### config.mk
export PLATFORM = sky130hd
export DESIGN_NAME = wdt_unit
export DESIGN_NICKNAME = d
export VERILOG_FILES = /design/src/rtl/wdt_pkg.sv /design/src/rtl/wdt_regs.sv /design/src/rtl/wdt_prescaler.sv /design/src/rtl/wdt_counter.sv /design/src/rtl/wdt_unit.sv
export SDC_FILE = /design/constraint.sdc
export NUM_CORES = 1
export LEC_CHECK = 0
export ABC_AREA = 1
export BUFFER_PORTS_ARGS = -buffer_cell sky130_fd_sc_hd__buf_2
export CAP_MARGIN = 15
export CORE_MARGIN = 2
export CORE_UTILIZATION = 60
export CTS_CLUSTER_DIAMETER = 60
export DETAILED_ROUTE_END_ITERATION = 6
export GPL_ROUTABILITY_DRIVEN = 1
export GPL_TIMING_DRIVEN = 0
export PLACE_DENSITY = 0.8
export SYNTH_ARGS = -nofsm -noshare
export SYNTH_HDL_FRONTEND = slang
export SYNTH_HIERARCHICAL = 1
export SYNTH_SLANG_ARGS = --single-unit
### constraint.sdc
create_clock -name clk -period 5.79 [get_ports clk]
set_input_delay 0.579 -clock clk [delete_from_list [all_inputs] [get_ports clk]]
set_output_delay 0.579 -clock clk [all_outputs]
set_load 0.01 [all_outputs]
### src/rtl/wdt_pkg.sv
package wdt_pkg;
  typedef enum logic {
    SEL_RELOAD = 1'b0,
    SEL_CTRL   = 1'b1
  } wdt_sel_e;

  localparam int CTRL_START_BIT = 0;
  localparam int CTRL_ARM_BIT   = 1;
endpackage

### src/rtl/wdt_regs.sv
module wdt_regs #(
  parameter int DATA_W = 8,
  parameter int REL_W  = DATA_W - 1
) (
  input  logic              clk,
  input  logic              rst,
  input  logic              clr_i,
  input  logic              wr_en_i,
  input  logic              wr_sel_i,
  input  logic [DATA_W-1:0] wr_data_i,
  output logic              en_o,
  output logic              refresh_o,
  output logic              slow_sel_o,
  output logic [REL_W-1:0]  reload_o
);
  import wdt_pkg::*;

  logic              en_q;
  logic              arm_q;
  logic [DATA_W-1:0] reload_q;
  logic              ctrl_wr;
  logic              start_wr;
  logic              arm_wr;

  assign ctrl_wr  = wr_en_i && (wr_sel_i == SEL_CTRL);
  assign start_wr = ctrl_wr && wr_data_i[CTRL_START_BIT];
  assign arm_wr   = ctrl_wr && wr_data_i[CTRL_ARM_BIT];

  always_ff @(posedge clk) begin
    if (rst || clr_i) begin
      en_q     <= 1'b0;
      arm_q    <= 1'b0;
      reload_q <= '0;
    end else begin
      if (start_wr) en_q <= 1'b1;
      arm_q <= arm_wr;
      if (wr_en_i && (wr_sel_i == SEL_RELOAD)) reload_q <= wr_data_i;
    end
  end

  assign en_o       = en_q;
  assign refresh_o  = start_wr && arm_q && en_q;
  assign slow_sel_o = reload_q[DATA_W-1];
  assign reload_o   = reload_q[REL_W-1:0];

  p_enable_kept_r3: assert property (@(posedge clk) disable iff (rst)
    (en_q && !clr_i) |=> en_q);

  p_arm_dropped_r5: assert property (@(posedge clk) disable iff (rst)
    (!arm_wr) |=> !arm_q);
endmodule

### src/rtl/wdt_prescaler.sv
module wdt_prescaler #(
  parameter int BASE_DIV = 12,
  parameter int SLOW_DIV = 16
) (
  input  logic clk,
  input  logic rst,
  input  logic clr_i,
  input  logic run_i,
  input  logic slow_sel_i,
  output logic tick_o
);
  localparam int BASE_W = (BASE_DIV > 1) ? $clog2(BASE_DIV) : 1;

  logic [BASE_W-1:0] base_q;
  logic              base_tick;

  assign base_tick = run_i && (base_q == BASE_W'(BASE_DIV - 1));

  always_ff @(posedge clk) begin
    if (rst || clr_i)   base_q <= '0;
    else if (base_tick) base_q <= '0;
    else if (run_i)     base_q <= base_q + 1'b1;
  end

  generate
    if (SLOW_DIV > 1) begin : g_slow
      localparam int SLOW_W = $clog2(SLOW_DIV);
      logic [SLOW_W-1:0] slow_q;
      logic              slow_wrap;

      assign slow_wrap = (slow_q == SLOW_W'(SLOW_DIV - 1));

      always_ff @(posedge clk) begin
        if (rst || clr_i)   slow_q <= '0;
        else if (base_tick) slow_q <= slow_wrap ? '0 : slow_q + 1'b1;
      end

      assign tick_o = base_tick && (!slow_sel_i || slow_wrap);

      p_slow_hold_r11: assert property (@(posedge clk) disable iff (rst)
        (!run_i && !clr_i) |=> (slow_q == $past(slow_q)));
    end else begin : g_noslow
      assign tick_o = base_tick;
    end
  endgenerate

  p_base_hold_r11: assert property (@(posedge clk) disable iff (rst)
    (!run_i && !clr_i) |=> (base_q == $past(base_q)));
endmodule

### src/rtl/wdt_counter.sv
module wdt_counter #(
  parameter int CNT_W = 15,
  parameter int REL_W = 7
) (
  input  logic             clk,
  input  logic             rst,
  input  logic             clr_i,
  input  logic             run_i,
  input  logic             tick_i,
  input  logic             load_i,
  input  logic [REL_W-1:0] reload_i,
  output logic             ovf_o
);
  localparam int LOW_W = CNT_W - REL_W;

  logic [CNT_W-1:0] cnt_q;

  assign ovf_o = run_i && tick_i && (&cnt_q) && !load_i;

  always_ff @(posedge clk) begin
    if (rst || clr_i)            cnt_q <= '0;
    else if (load_i)             cnt_q <= {reload_i, {LOW_W{1'b0}}};
    else if (run_i && tick_i)    cnt_q <= cnt_q + 1'b1;
  end

  p_load_value_r4: assert property (@(posedge clk) disable iff (rst)
    (load_i && !clr_i) |=> (cnt_q[LOW_W-1:0] == '0 &&
                            cnt_q[CNT_W-1:LOW_W] == $past(reload_i)));

  p_halt_freeze_r11: assert property (@(posedge clk) disable iff (rst)
    (!run_i && !load_i && !clr_i) |=> (cnt_q == $past(cnt_q)));
endmodule

### src/rtl/wdt_unit.sv
module wdt_unit #(
  parameter int CNT_W    = 15,
  parameter int DATA_W   = 8,
  parameter int BASE_DIV = 12,
  parameter int SLOW_DIV = 16
) (
  input  logic              clk,
  input  logic              rst,
  input  logic              halt_i,
  input  logic              wr_en_i,
  input  logic              wr_sel_i,
  input  logic [DATA_W-1:0] wr_data_i,
  output logic              wdt_req_o,
  output logic              wdt_cause_o
);
  localparam int REL_W = DATA_W - 1;

  logic             en;
  logic             refresh;
  logic             slow_sel;
  logic [REL_W-1:0] reload;
  logic             run;
  logic             tick;
  logic             ovf;
  logic             req_q;
  logic             cause_q;

  assign run = en && !halt_i;

  wdt_regs #(.DATA_W(DATA_W), .REL_W(REL_W)) u_regs (
    .clk        (clk),
    .rst        (rst),
    .clr_i      (ovf),
    .wr_en_i    (wr_en_i),
    .wr_sel_i   (wr_sel_i),
    .wr_data_i  (wr_data_i),
    .en_o       (en),
    .refresh_o  (refresh),
    .slow_sel_o (slow_sel),
    .reload_o   (reload)
  );

  wdt_prescaler #(.BASE_DIV(BASE_DIV), .SLOW_DIV(SLOW_DIV)) u_pre (
    .clk        (clk),
    .rst        (rst),
    .clr_i      (ovf || refresh),
    .run_i      (run),
    .slow_sel_i (slow_sel),
    .tick_o     (tick)
  );

  wdt_counter #(.CNT_W(CNT_W), .REL_W(REL_W)) u_cnt (
    .clk      (clk),
    .rst      (rst),
    .clr_i    (ovf),
    .run_i    (run),
    .tick_i   (tick),
    .load_i   (refresh),
    .reload_i (reload),
    .ovf_o    (ovf)
  );

  always_ff @(posedge clk) begin
    if (rst) begin
      req_q   <= 1'b0;
      cause_q <= 1'b0;
    end else begin
      req_q <= ovf;
      if (ovf) cause_q <= 1'b1;
    end
  end

  assign wdt_req_o   = req_q;
  assign wdt_cause_o = cause_q;

  p_req_pulse_r8: assert property (@(posedge clk) disable iff (rst)
    req_q |=> !req_q);

  p_cause_with_req_r9: assert property (@(posedge clk) disable iff (rst)
    req_q |-> cause_q);

  p_cause_sticky_r9: assert property (@(posedge clk) disable iff (rst)
    cause_q |=> cause_q);

  p_ovf_disables_r10: assert property (@(posedge clk) disable iff (rst)
    req_q |-> !en);
endmodule

Word-level counts from Yosys, hierarchy flattened:

Cells that the tools add are included.

* bits in registers: 35
* input bits: 13
* output and inout bits: 2
* logic and storage cells: 41

* add/sub/neg operators: 3
* equal/unequal tests: 2
* multiplexer cells: 3
* bitwise operators: 1
* reductions and logical operators: 23

Operator list (number)
* 15-bit two-way mux: 2
* 15-bit by 1-bit adder with 15-bit output, second input constant: 1
* 15-bit AND reduction: 1
* 1-bit logical AND: 12
* 4-bit by 1-bit adder with 4-bit output, second input constant: 2
* 4-bit == test, second input constant: 2
* 1-bit logical OR: 4
* 4-bit two-way mux: 1
* 2-bit OR reduction: 2
* 1-bit logical NOT: 3
* 2-bit nonzero test: 1
* 1-bit NOT: 1

Logic depth before layout (Yosys ltp):

* depth after elaboration: 10
* mapped depth: 17
* gate-level depth less buffers: 16

By module:

The synthesis kept the hierarchy.

Modules (own cells, without submodules)
* wdt_counter: instances 1, cells each 153, area each 955.9 µm², seq. area each 300.3 µm²
* wdt_regs: instances 1, cells each 63, area each 426.7 µm², seq. area each 200.2 µm²
* wdt_prescaler: instances 1, cells each 54, area each 400.4 µm², seq. area each 160.2 µm²
* wdt_unit: instances 1, cells each 10, area each 72.6 µm², seq. area each 40.0 µm²

Worst setup path after synthesis:

No wires, ideal clock.

* path type: input to register
* start: in halt_i
* end: reg u_cnt.cnt_q[2]
* setup time: 0.123 ns
* arrival: 2.771 ns
* required time: 5.667 ns
* slack: 2.896 ns
* stages: 16
* buffers on the path: 1
* path through: nor2_1 > nand2_2 > nor2_4 > nand2_1 > o21a_1 > inv_1 > nand2_1 > buf_4 > nor2_4 > nand2_1 > nor3_1 > nor2_1 > inv_1 > nor2_1 > inv_1 > nor3b_1

* word-level cells in the longest chain between the ends: 9

Ends and longest elaborated chain
* from (decl): RTL line wdt_unit.sv:9 `input logic halt_i,`
* 1-bit logical NOT: RTL line wdt_unit.sv:28 `assign run = en && !halt_i;`
* 1-bit logical AND: RTL line wdt_unit.sv:28
* 1-bit logical AND: RTL line wdt_prescaler.sv:17 `assign base_tick = run_i && (base_q == BASE_W'(BASE_DIV - 1));`
* 1-bit logical AND: RTL line wdt_prescaler.sv:38 `assign tick_o = base_tick && (!slow_sel_i || slow_wrap);`
* named net tick: RTL line wdt_unit.sv:23 `logic tick;`
* 1-bit logical AND (3 in a row): RTL line wdt_counter.sv:18 `assign ovf_o = run_i && tick_i && (&cnt_q) && !load_i;`
* named net ovf: RTL line wdt_unit.sv:24 `logic ovf;`
* 1-bit logical OR: RTL line wdt_counter.sv:21 `if (rst || clr_i) cnt_q <= '0;`
* 2-bit OR reduction (no line)
* to (signal assigned): RTL line wdt_counter.sv:22 `else if (load_i) cnt_q <= {reload_i, {LOW_W{1'b0}}};`
* to (signal assigned): RTL line wdt_counter.sv:23 `else if (run_i && tick_i) cnt_q <= cnt_q + 1'b1;`
* to (decl): RTL line wdt_counter.sv:16 `logic [CNT_W-1:0] cnt_q;`

The timed path passes the listed nets, and every way through them passes these cells.
A chain may end at the register's enable or synchronous reset.

Worst setup path in the final report:

* start: reg u_regs.en_q (netlist: u_regs/en_o)
* end: reg u_cnt.cnt_q[7]

* word-level cells in the longest chain between the ends: 8
* elaborated cells on any way between the ends: 10
* classes of those cells: reduce/logical (10)

Ends and longest elaborated chain
* from (decl): RTL line wdt_regs.sv:18 `logic en_q;`
* from (signal assigned): RTL line wdt_regs.sv:31 `en_q <= 1'b0;`
* from (signal assigned): RTL line wdt_regs.sv:35 `if (start_wr) en_q <= 1'b1;`
* 1-bit logical AND: RTL line wdt_unit.sv:28
* named net run: RTL line wdt_unit.sv:22 `logic run;`
* 1-bit logical AND: RTL line wdt_prescaler.sv:17
* 1-bit logical AND: RTL line wdt_prescaler.sv:38
* named net tick: RTL line wdt_unit.sv:23
* 1-bit logical AND (3 in a row): RTL line wdt_counter.sv:18
* named net ovf: RTL line wdt_unit.sv:24
* 1-bit logical OR: RTL line wdt_counter.sv:21
* 2-bit OR reduction (no line)

The timed path passes the listed nets, and every way through them passes these cells.

==> metrics.md <==
| Metric | Value |
|---|---|
| Slowest stage cell on the critical path | sky130_fd_sc_hd__nor3_1 |
| Total of warnings raised by yosys | 6 |
| Hold buffer count at cts | 0 |
| Net switching component of the power | 0.0000965 W |
| Highest fanout seen on the critical path | 10 |
| Crit path time final | 3.30 ns |
| Final-report max-slew violation count | 0 |
| Detailed-route DRC error count | 0 |
| Die Width | 59.6 um |
| GR Overflow Total | 0 |
| Worst setup SP type | flop |
| Sequential share of power | 62.1% |
| Cells after synthesis | 280 |
| Antenna Violating Nets Remaining | 0 |
| Biggest cell delay along the critical path | 0.57 ns |
| Die Span Y | 59.6 um |
| Worst clock skew on the final layout | 0.00324 ns |
| Timing-limited maximum frequency | 303 MHz |
| Non-Filler Cell Area, Final | 2020 um2 |
| Synth Area per Inst | 6.63 um2 |
| Site row count | 20 |
| Worst slew pin tran | 0.678 ns |
| Critical path's top delay family | simple AND/OR/NAND/NOR gates |
| Storage element area | 701 um2 |
| Initial antenna violation count | 0 |
| Slew margin rel. | 54.4% |
| Deepest clock path buffer count | 2 |
| Number of DRC markers in iteration 0 | 90 |
| H-tree depth | 2 |
| CTS tree | built |
| Unrepaired setup endpoints after global routing | no |
| # resized after CTS | 0 |
| CTS Buf Count | 5 |
| Post-synth net total | 296 |
| Placer congestion estimate | 0.905 |
| Finished Core Util | 67.2% |
| Total number of nets in the final design | 317 |
| Worst slack at placement | 2.20 ns |
| Category of the worst setup path capture point | flop |
| Wire length of the first global-routing pass | 6330 um |
| Critical path buffer and inverter count | 5 |
| Initial standard-cell utilization of the core | 61.8% |
| Multi-input gate area in the final layout | 967 um2 |
| Hold Violations, Final | 0 |
| Clock input transition at the sequential cells of the worst setup and hold paths | 0.10 ns |
| Clock share of power | 32.0% |
| Worst hold path type | flop to flop |
| Number of diodes | 0 |
| Die Outline Area | 3550 um2 |
| Combinational power share | 5.9% |
| Setup Buffers After CTS | 0 |
| Cell Area, Synth | 1860 um2 |
| Area growth syn-to-layout | 8.70% |
| Via total after detailed routing | 1710 |
| Average wire per standard cell | 10.4 um |
| Root Buffer | sky130_fd_sc_hd__clkbuf_4 |
| Final clock period utilization by the worst path | 56.9% |
| Core box area | 3000 um2 |
| Number of inserted filler cells in the final layout | 285 |
| Reported leakage power | 0.832 nW |
| Endpoint required time on the critical path | 6.03 ns |
| P per Cell Area | 197 nW/um2 |
| Worst Hold Slack | 0.458 ns |
| Count of state elements after synthesis | 35 |
| Data arrival time at the worst-slack endpoint | 3.53 ns |
| R2R Setup Slk | 2.49 ns |
| Standard cell area after detailed placement | 1970 um2 |
| # setup viols final | 0 |
| Number of top-level pins | 15 |
| Pre-antenna DRT Iters | 4 |
| Count of buffers inserted at the top-level ports | 14 |
| Net switching share of the total power | 24.2% |
| Vias in the first global route | 1562 |
| Outcome | complete, no violations |
| Setup tns final | 0 ns |
| Critical Path Most Common Cell | sky130_fd_sc_hd__inv_1 |
| Max-Cap Viols | 0 |
| Crit path kind | flop to flop |
| Maximum vdd drop | 0.163 mV |
| Pin count of the biggest net entering global routing | 11 |
| GRT Resource Usage Total | 23.4% |
| TritonCTS Sinks | 35 |
| Wire length reported by the detailed router | 3500 um |
| Fraction of final layout cells sized beyond drive strength 1 | 13.2% |
| Cell internal pwr | 0.000302 W |
| Insertion delay to the later sink of the worst-skew pair | 0.34 ns |
| Detailed Place HPWL | 2680 um |
| Critical-path cell list | inv_1 -> nor2_1 -> nand2_2 -> nor2_4 -> nand2_1 -> o21a_1 -> inv_1 -> nand2_1 -> buf_4 -> nor2_4 -> nand2_1 -> nor3_1 -> nor2_1 -> inv_1 -> nor2_1 -> inv_1 -> nor3_1 |
| Slack of the critical path | 2.49 ns |
| Sequential-to-total area share from yosys stat | 37.8% |
| Unique masters post-synth | 27 |
| Vias per cell | 5.10 |
==> worst paths after layout <==
path / depth (start not counted) / start / end
max: 17 / u_regs/en_o / u_cnt/cnt_q[7]
min: 2 / wdt_cause_o / wdt_cause_o
max reg2reg: 17 / u_regs/en_o / u_cnt/cnt_q[7]
min reg2reg: 2 / wdt_cause_o / wdt_cause_o
==> through the flow <==
step,power [W],cells
final,0.000398,335
after CTS,0.000405,335
after floorplan,0.000268,280
after global routing,0.000417,335
after detailed placement,0.000277,327
after global placement,0.000276,327
==> worst min-delay path, cell delays in order, from the launching register on <==
cell and delay [ns]:
sky130_fd_sc_hd__dfxtp_1 0.32, sky130_fd_sc_hd__nand2_1 0.06, sky130_fd_sc_hd__nand2_1 0.04
==> cells in the final DEF, fill, tap and decap left out, types with 2 or more instances in the layout <==
cell type                  instances
sky130_fd_sc_hd__nor2_1           38
sky130_fd_sc_hd__nand3_1          31
sky130_fd_sc_hd__a21oi_1          15
sky130_fd_sc_hd__ha_1              3
sky130_fd_sc_hd__nor3b_1           2
sky130_fd_sc_hd__clkbuf_1          2
sky130_fd_sc_hd__nor2_4            5
sky130_fd_sc_hd__inv_1            43
sky130_fd_sc_hd__nand2_1          64
sky130_fd_sc_hd__dfxtp_1          35
sky130_fd_sc_hd__nand2_2           3
sky130_fd_sc_hd__nor2_2            6
sky130_fd_sc_hd__buf_2            14
sky130_fd_sc_hd__buf_4             3
sky130_fd_sc_hd__nor3_1            5
sky130_fd_sc_hd__clkbuf_4          5
sky130_fd_sc_hd__nand4_1           6
sky130_fd_sc_hd__o21ai_0           9
==> final cells by class <==
type / instances / area share [%]
Timing Repair Buffer: 14 / 3.47
Inverter: 44 / 8.19
Sequential cell: 35 / 34.7
Clock buffer: 7 / 2.23
Clock inverter: 1 / 0.248
Multi-Input combinational cell: 198 / 48.0
Tap cell: 33 / 2.05
Buffer: 3 / 1.12
==> flip-flops by register name (all words and copies together) (netlist names) <==
| signal | flops |
|---|---|
| u_cnt/cnt_q | 15 |
| u_regs/reload_q | 8 |
| u_regs/en_o | 1 |
| u_regs/arm_q | 1 |
| wdt_cause_o | 1 |
| u_pre/g_slow.slow_q | 4 |
| u_pre/base_q | 4 |
| wdt_req_o | 1 |
==> layer usage <==
metal | up-vias | share of wire, % | GRT usage [%]
met5 | - | 0 | 0
met4 | 0 | 1.7 | 8.25
met3 | 6 | 4.1 | 6.99
met2 | 27 | 46 | 38.3
met1 | 747 | 48 | 29.2
li1 | 930 | - | -
==> cells in the mapped netlist, drive strengths merged <==
cell type / n / area share (%)
dfxtp: 35 / 38
nand3: 31 / 8.4
ha: 3 / 2.0
a21oi: 15 / 4.0
o21ai: 10 / 2.7
mux2i: 1 / 0.54
a21boi: 1 / 0.40
inv: 44 / 8.9
o21bai: 1 / 0.40
buf: 3 / 1.2
o21a: 1 / 0.40
nor3b: 2 / 0.81
nand2: 67 / 14
a31oi: 1 / 0.34
nand4: 6 / 2.0
nor2: 49 / 13
nor3: 6 / 1.9
or2: 3 / 1.0
xnor2: 1 / 0.47
==> power groups by stage <==
stage / combinational (W) / clock, W / sequential, W
2_1_floorplan: 0.0000157 / 0 / 0.000253
3_3_place_gp: 0.0000233 / 0 / 0.000253
3_5_place_dp: 0.0000236 / 0 / 0.000253
4_1_cts: 0.0000237 / 0.000134 / 0.000248
5_1_grt: 0.0000285 / 0.000141 / 0.000248
6_report: 0.0000234 / 0.000127 / 0.000248
==> cell families (layout without fill, tap and decap cells) <==
logic type	after synthesis	after routing	share of synthesized area, %
xor+xnor	1	1	0.472
compound gates	29	29	8.29
buf+inv	47	69	10.1
simple gates	164	164	40.8
fa+ha+maj	3	3	2.02
flops	35	35	37.8
mux	1	1	0.539
Power figures use the tool's default switching activity.
